[src/rtl/tmc_pkg.sv]
package tmc_pkg;
  localparam int unsigned BUS_W  = 32;
  localparam int unsigned TIME_W = 2 * BUS_W;
  localparam int unsigned OFS_W  = 4;

  typedef logic [BUS_W-1:0]  word_t;
  typedef logic [TIME_W-1:0] time_t;

  typedef enum logic [2:0] {
    SEL_TIME_LO,
    SEL_TIME_HI,
    SEL_CMP_LO,
    SEL_CMP_HI,
    SEL_NONE
  } reg_sel_e;

  // Word-aligned offsets only; the two upper offset bits pick the register.
  function automatic reg_sel_e decode_offset(input logic [OFS_W-1:0] ofs);
    if (ofs[1:0] != 2'b00) return SEL_NONE;
    case (ofs[3:2])
      2'd0:    return SEL_TIME_LO;
      2'd1:    return SEL_TIME_HI;
      2'd2:    return SEL_CMP_LO;
      default: return SEL_CMP_HI;
    endcase
  endfunction

  function automatic time_t join_halves(input word_t hi, input word_t lo);
    return {hi, lo};
  endfunction

  function automatic time_t time_advance(input time_t t);
    return t + time_t'(1);
  endfunction

  // A compare value is due once the counter has reached or passed it.
  function automatic logic cmp_due(input time_t cmp, input time_t now);
    return cmp <= now;
  endfunction
endpackage

[src/rtl/tmc_tick_gen.sv]
module tmc_tick_gen #(
  parameter int unsigned CLK_DIV = 10
) (
  input  logic clk,
  input  logic rst_n,
  output logic tick_o
);
  generate
    if (CLK_DIV <= 1) begin : g_bypass
      assign tick_o = 1'b1;
    end else begin : g_div
      localparam int unsigned CW = $clog2(CLK_DIV);
      localparam logic [CW-1:0] LAST = CW'(CLK_DIV - 1);
      logic [CW-1:0] cnt_q;
      always_ff @(posedge clk) begin
        if (!rst_n)             cnt_q <= '0;
        else if (cnt_q == LAST) cnt_q <= '0;
        else                    cnt_q <= cnt_q + 1'b1;
      end
      assign tick_o = (cnt_q == LAST);
    end
  endgenerate
endmodule

[src/rtl/tmc_time_base.sv]
module tmc_time_base
  import tmc_pkg::*;
#(
  parameter time_t TIME_RESET = '0
) (
  input  logic  clk,
  input  logic  rst_n,
  input  logic  tick_i,
  output time_t time_o
);
  time_t time_q;
  always_ff @(posedge clk) begin
    if (!rst_n)      time_q <= TIME_RESET;
    else if (tick_i) time_q <= time_advance(time_q);
  end
  assign time_o = time_q;
endmodule

[src/rtl/tmc_reg_port.sv]
module tmc_reg_port
  import tmc_pkg::*;
(
  input  logic             clk,
  input  logic             rst_n,
  input  logic [OFS_W-1:0] addr_i,
  input  logic             wen_i,
  input  logic             ren_i,
  input  word_t            wdata_i,
  input  time_t            time_i,
  output word_t            rdata_o,
  output logic             err_o,
  output logic             stage_wr_o,
  output logic             commit_o,
  output time_t            commit_val_o
);
  reg_sel_e sel;
  logic     rd_req;
  logic     snap_take;
  logic     bad_acc;
  word_t    rd_val;
  word_t    stage_q;
  time_t    snap_q;
  word_t    rdata_q;
  logic     err_q;

  assign sel    = decode_offset(addr_i);
  assign rd_req = ren_i && !wen_i;

  always_comb begin
    stage_wr_o = 1'b0;
    commit_o   = 1'b0;
    snap_take  = 1'b0;
    bad_acc    = 1'b0;
    rd_val     = '0;
    if (wen_i) begin
      case (sel)
        SEL_CMP_LO: stage_wr_o = 1'b1;
        SEL_CMP_HI: commit_o   = 1'b1;
        default:    bad_acc    = 1'b1;
      endcase
    end else if (rd_req) begin
      case (sel)
        SEL_TIME_LO: begin
          snap_take = 1'b1;
          rd_val    = time_i[BUS_W-1:0];
        end
        SEL_TIME_HI: rd_val  = snap_q[TIME_W-1:BUS_W];
        default:     bad_acc = 1'b1;
      endcase
    end
  end

  assign commit_val_o = join_halves(wdata_i, stage_q);

  always_ff @(posedge clk) begin
    if (!rst_n) begin
      stage_q <= '0;
      snap_q  <= '0;
      rdata_q <= '0;
      err_q   <= 1'b0;
    end else begin
      if (stage_wr_o) stage_q <= wdata_i;
      if (snap_take)  snap_q  <= time_i;
      rdata_q <= rd_val;
      err_q   <= bad_acc;
    end
  end

  assign rdata_o = rdata_q;
  assign err_o   = err_q;
endmodule

[src/rtl/tmc_irq_unit.sv]
module tmc_irq_unit
  import tmc_pkg::*;
(
  input  logic  clk,
  input  logic  rst_n,
  input  logic  commit_i,
  input  time_t commit_val_i,
  input  time_t time_i,
  output time_t cmp_o,
  output logic  irq_o
);
  time_t cmp_q;
  logic  irq_q;
  logic  irq_d;

  always_comb begin
    if (commit_i) irq_d = cmp_due(commit_val_i, time_i);       // clear, then re-evaluate
    else          irq_d = irq_q | cmp_due(cmp_q, time_i);      // sticky until next commit
  end

  always_ff @(posedge clk) begin
    if (!rst_n) begin
      cmp_q <= '0;
      irq_q <= 1'b0;
    end else begin
      if (commit_i) cmp_q <= commit_val_i;
      irq_q <= irq_d;
    end
  end

  assign cmp_o = cmp_q;
  assign irq_o = irq_q;
endmodule

[src/rtl/tmc_top.sv]
module tmc_top
  import tmc_pkg::*;
#(
  parameter int unsigned CLK_DIV    = 10,
  parameter time_t       TIME_RESET = '0
) (
  input  logic        clk,
  input  logic        rst_n,
  input  logic [3:0]  bus_addr,
  input  logic        bus_wen,
  input  logic        bus_ren,
  input  logic [31:0] bus_wdata,
  output logic [31:0] bus_rdata,
  output logic        bus_err,
  output logic        timer_irq
);
  logic  tick_w;
  time_t time_w;
  time_t cmp_w;
  logic  commit_w;
  time_t commit_val_w;
  logic  stage_wr_w;

  tmc_tick_gen #(.CLK_DIV(CLK_DIV)) u_tick (
    .clk    (clk),
    .rst_n  (rst_n),
    .tick_o (tick_w)
  );

  tmc_time_base #(.TIME_RESET(TIME_RESET)) u_time (
    .clk    (clk),
    .rst_n  (rst_n),
    .tick_i (tick_w),
    .time_o (time_w)
  );

  tmc_reg_port u_port (
    .clk          (clk),
    .rst_n        (rst_n),
    .addr_i       (bus_addr),
    .wen_i        (bus_wen),
    .ren_i        (bus_ren),
    .wdata_i      (bus_wdata),
    .time_i       (time_w),
    .rdata_o      (bus_rdata),
    .err_o        (bus_err),
    .stage_wr_o   (stage_wr_w),
    .commit_o     (commit_w),
    .commit_val_o (commit_val_w)
  );

  tmc_irq_unit u_irq (
    .clk          (clk),
    .rst_n        (rst_n),
    .commit_i     (commit_w),
    .commit_val_i (commit_val_w),
    .time_i       (time_w),
    .cmp_o        (cmp_w),
    .irq_o        (timer_irq)
  );
endmodule

[config.mk]
export PLATFORM = sky130hd
export DESIGN_NAME = tmc_top
export DESIGN_NICKNAME = d
export VERILOG_FILES = /design/src/rtl/tmc_pkg.sv /design/src/rtl/tmc_tick_gen.sv /design/src/rtl/tmc_time_base.sv /design/src/rtl/tmc_reg_port.sv /design/src/rtl/tmc_irq_unit.sv /design/src/rtl/tmc_top.sv
export SDC_FILE = /design/constraint.sdc
export NUM_CORES = 1
export LEC_CHECK = 0
export BUFFER_PORTS_ARGS = -buffer_cell sky130_fd_sc_hd__buf_2
export CAP_MARGIN = 30
export CORE_MARGIN = 5
export CORE_UTILIZATION = 40
export DETAILED_ROUTE_END_ITERATION = 6
export MAX_ROUTING_LAYER = met4
export SLEW_MARGIN = 20
export SYNTH_ARGS = -nofsm -noshare
export SYNTH_HDL_FRONTEND = slang
export SYNTH_SLANG_ARGS = --single-unit
export TNS_END_PERCENT = 30
[constraint.sdc]
create_clock -name clk -period 4.37 [get_ports clk]
set_input_delay 0.874 -clock clk [delete_from_list [all_inputs] [get_ports clk]]
set_output_delay 0.874 -clock clk [all_outputs]
set_load 0.02 [all_outputs]
# Word level (Yosys, flattened, before mapping)
# Index checks and enable logic that the tools add are counted.
# Widths: inputs -> output; s select.
# classes
addsub	2
n_lt_le_gt_ge	2
eq_ne	6
muxes	17
bitwise_logic	3
n_reduce_logical	9
# ops
op	count
$le 64x64->1	2
$add 64x1->64 const B	1
$pmux 32 s2	1
$mux 1	13
$eq 3x2->1 const B	2
$mux 3	2
$pmux 2 s3	1
$reduce_or 2->1	3
$add 4x1->4 const B	1
$eq 4x4->1 const B	1
$eq 3x1->1 const B	1
$logic_not 3->1	1
$reduce_or 3->1	1
$eq 2x1->1 const B	1
$eq 2x2->1 const B	1
$logic_not 2->1	1
$not 1->1	2
$reduce_bool 2->1	1
$logic_and 1x1->1	1
$logic_not 1->1	1
$or 1x1->1	1
# word_totals
reg_bits	262
in_bits	40
out_inout_bits	34

# Longest topological paths before layout
# depth
word_depth	8
mapped_depth	11

# Cells and area by module
# Synthesis repeated with hierarchy kept, for this count alone.
# hier_totals
hier_cells	1374
hier_area_um2	12667.1
# modules_own_cells
mod	instances	cells_per_inst	area_each_um2	seq_area_each_um2
tmc_irq_unit	1	599	5383.9	1301.2
tmc_reg_port	1	398	3965.1	1941.9
tmc_time_base	1	357	3129.3	1281.2
tmc_tick_gen	1	20	188.9	80.1

# Least setup slack after synthesis
# No wires, ideal clock.
# synth_timing
path_type	input -> register
from	input bus_wdata[27]
to	register u_irq.irq_q (netlist: u_irq.irq_o)
setup_ps	86
arrival_time_ps	2446
required_time_ps	4284
setup_slack_ps	1838
cell_stages	8
n_path_buf	0
cell_sequence	ha_1 > nand4_1 > nor4_1 > nand4_1 > nor2_1 > a21oi_1 > o32a_1 > a221oi_2
# synth_via
elab_chain_cells	2
# synth_rtl
item	line	text
start: declaration	tmc_top.sv:12	input logic [31:0] bus_wdata,
$le 64x64->1	tmc_pkg.sv:38	return cmp <= now;
$mux 1	tmc_irq_unit.sv:17	if (commit_i) irq_d = cmp_due(commit_val_i, time_i);
end signal: assignment	tmc_irq_unit.sv:27	irq_q <= irq_d;
end: declaration	tmc_irq_unit.sv:13	logic irq_q;
# No other way between the ends.
# A chain may end at the register's enable or synchronous reset.

# Worst setup path after layout
# layout_timing
from	register u_time.time_q[61] (netlist: u_time.time_o[61])
to	register u_irq.irq_q (netlist: u_irq.irq_o)
# layout_via
elab_chain_cells	3
elab_cells_between_ends	4
classes_between	2 x order compare; 1 x mux; 1 x bitwise
# layout_rtl
item	line	text
start: declaration	tmc_time_base.sv:11	time_t time_q;
start signal: assignment	tmc_time_base.sv:14	else if (tick_i) time_q <= time_advance(time_q);
$le 64x64->1	tmc_pkg.sv:38	
$or 1x1->1	tmc_irq_unit.sv:18	else irq_d = irq_q | cmp_due(cmp_q, time_i);
$mux 1 (*)	tmc_irq_unit.sv:17	
# Mark *: on every way between the ends. The rest lies on a longest branch, timed or not.

==> impl_results.md <==
* Run status: finished, final reports clean
* Total Die Area at 0.0321 sq mm
* Synthesized area at 0.0114 sq mm
* Total of max-cap violations at 0
* WL/cell at 17.7 um
* Cells after Synth at 1400
* Peak VDD IR at 0.174 mV
* Initial DRC Count at 821
* Worst-margin pin slew at 0.880 ns
* Setup Fix Bufs, Post-CTS at 0
* Worst r2r src: u_time.time_o[61]$_SDFFE_PN0P_
* Clk sinks at 230
* Slew Limit Headroom at 0.408
* Setup TNS at 0 ns
* Highest clock rate at 344 MHz
* First-pass GRT wire length at 51.6 mm
* Gr usage total at 0.208
* Residual DRC at 0
* Post-Syn Nets at 1571
* Pwr dens at 350 mW/mm^2
* DRT antenna net count at 0
* Fillcell total at 2860
* Clock root cell: clkbuf_16
* Port Buf Inserts at 73
* Crit Path Class: reg2reg
* Data arrival, critical path at 3.34 ns
* Synth top cells by count: nand2_1, dfxtp_1, a21oi_1, ha_1, nor2_1
* Clk_lat worst skew at 0.53 ns
* Routed vias at 9846
* Final worst path period need at 2.91 ns
* Fin crit share at 0.665
* Crit path required time at 4.81 ns
* CTS clock-pin slew for the worst setup and hold paths at 0.06 ns
* Die X at 179 um
* Cell total after placement at 1808
* Die Height at 179 um
* Final Setup Violations at 0
* Top Ports at 74
* Overflow after GRT at 0
* Synth Register Bits at 230
* Fin. max-slew vios at 0
* Skew final at 0.0117 ns
* Crit start category: flop
* RSZ-0062 raised after global routing: false
* CTS H-tree depth at 1
* Via density at 5.30
* Area growth syn-to-layout at 14.1%
* Leak at 4.92 nW
* Post-route setup slack at 1.46 ns
* Core box area at 0.0285 sq mm
* Post-synth EDFFs at 0
* Largest net degree at the start of global routing at 95
* Synth cell types at 52
* Final Hold Vio Count at 0
* Initial Utilization at 0.402
* Average size of a mapped cell at 8.18 sq um
* Final Non-Filler Cells at 1856
* Leading post-synthesis cells by cell area: dfxtp_1, ha_1, nand2_1
* Vias in the first global route at 9154
* Site Rows at 62
* DRT Wirelength at 32.8 mm
* Async SR Flop Fraction at 0
* Hold-fix buffers, CTS at 0
* Sequential element share of the synthesized area at 0.402
* Post-cts sizing count at 0
* CP max FO at 4
* FF+latch area at 0.00460 sq mm
* R2R setup slack at 1.46 ns
* Crit path launch: u_time.time_o[61]$_SDFFE_PN0P_
* Clock buffer depth at 3
* Synth Warn # at 0
* Met2 WL at 14.9 mm
* Number of nets in the layout at 1623
* Cell taking the most area after synthesis: dfxtp_1
* HP Class: reg2reg
* Crit path capture type: flop
* Post-DP HPWL at 24.2 mm
* Most frequent cell after synthesis: nand2_1
* DRT Pass-1 Iters at 5
* Detail Route met3 WL at 1.70 mm
* Share of the synthesized area in the top cell type at 0.402
* CTS tree: built
* Multi-input gate area at 0.00637 sq mm
* Initial antenna violation count at 1
* Inserted Clock Buffers at 26
* Worst hold start: u_port.snap_q[36]$_SDFFE_PN0P_
* Placer Congestion at 0.857
* Top_reg_cell synth: dfxtp_1
* Pre-CTS setup slack at 1.09 ns
* Top routing layer used: met4
* Proportion of layout cells with a drive suffix above 1 at 0.101
* Metal1 wirelength at 15.8 mm
critical path, stage by stage (launching register included):
cell and delay (ns):
dfxtp_1 0.42, inv_1 0.14, ha_1 0.31, nand4_1 0.18, nor4_1 0.81, nand4_1 0.27
nor2_1 0.21, a21oi_1 0.08, o32a_1 0.22, a221oi_2 0.17
layout make-up:
| cell class | instances | area share |
|---|---|---|
| flip-flops and latches | 230 | 0.353 |
| diodes | 1 | 0.000192 |
| clock inverters | 11 | 0.00872 |
| well taps | 384 | 0.0368 |
| clock buffers | 36 | 0.0589 |
| multi-input cells | 1040 | 0.488 |
| inverters | 69 | 0.0202 |
| repair buffers | 85 | 0.0349 |
metal layers:
layer	up-vias	global-route usage
met5	-	-
met4	0	0.0381
met3	36	0.0245
met2	241	0.329
met1	4634	0.292
li1	4935	-
logic make-up (layout without fill, tap and decap cells):
kind of cell | Yosys count | in the layout | synth area share
adders and majority gates | 131 | 131 | 0.143
AOI/OAI and AO/OA | 271 | 271 | 0.139
and+or+nand+nor | 578 | 578 | 0.227
xor gates and xnor gates | 60 | 60 | 0.0459
DFF | 230 | 230 | 0.402
other | 0 | 1 | 0
buffers and inverters | 130 | 201 | 0.0435
final timing paths:
check / endpoint / cells past startpoint
worst min register to register: u_port.snap_q[36]$_SDFFE_PN0P_ / 2
worst max register to register: u_irq.irq_o$_SDFF_PN0_ / 9
worst max-delay path: u_irq.irq_o$_SDFF_PN0_ / 9
worst min-delay path: u_port.snap_q[36]$_SDFFE_PN0P_ / 2
power by group:
group          internal (mW)  switching, mW  leakage [nW]
Combinational         0.0727          0.153          2.63
Clock                   1.34          0.884         0.436
Sequential              2.11         0.0109          1.85
registers in the layout, summed over array words and instances, names as in the netlist:
signal,flops
u_irq.cmp_o,64
u_time.time_o,64
u_port.rdata_o,32
u_port.snap_q,32
u_port.stage_q,32
u_tick.g_div.cnt_q,4
u_irq.irq_o,1
u_port.err_o,1
layout by cell type, fill, tap and decap left out, types with 3 or more instances in the layout:
master	n
clkbuf_16	27
nand3_1	38
a22oi_1	32
or3_1	4
and2_1	14
inv_1	67
o211ai_1	3
xnor2_1	60
o21a_1	3
dfxtp_1	230
a221o_1	3
nor2_1	112
a221oi_1	4
clkbuf_1	3
o21ai_1	6
and4_1	15
a21o_1	11
a21oi_1	177
ha_1	131
nor4_2	5
nand4_1	40
clkinv_2	6
nand2_1	306
clkbuf_8	6
nor3_1	10
buf_4	12
nor4_1	8
nor2b_1	4
buf_2	73
a211oi_1	9
and3_1	9
o21ai_0	9
stage by stage:
stage               hold slack (ns)  power [mW]  utilization  area (sq um)
floorplan                     0.432        2.30            -         11400
global placement              0.442        2.39        0.428         12200
detailed placement            0.447        2.39        0.428         12200
CTS                           0.455        4.62        0.459         13100
global route                  0.466        4.74        0.459         13100
finish                        0.454        4.57        0.459         13100
Note: power is estimated with default switching activity, not from simulation.
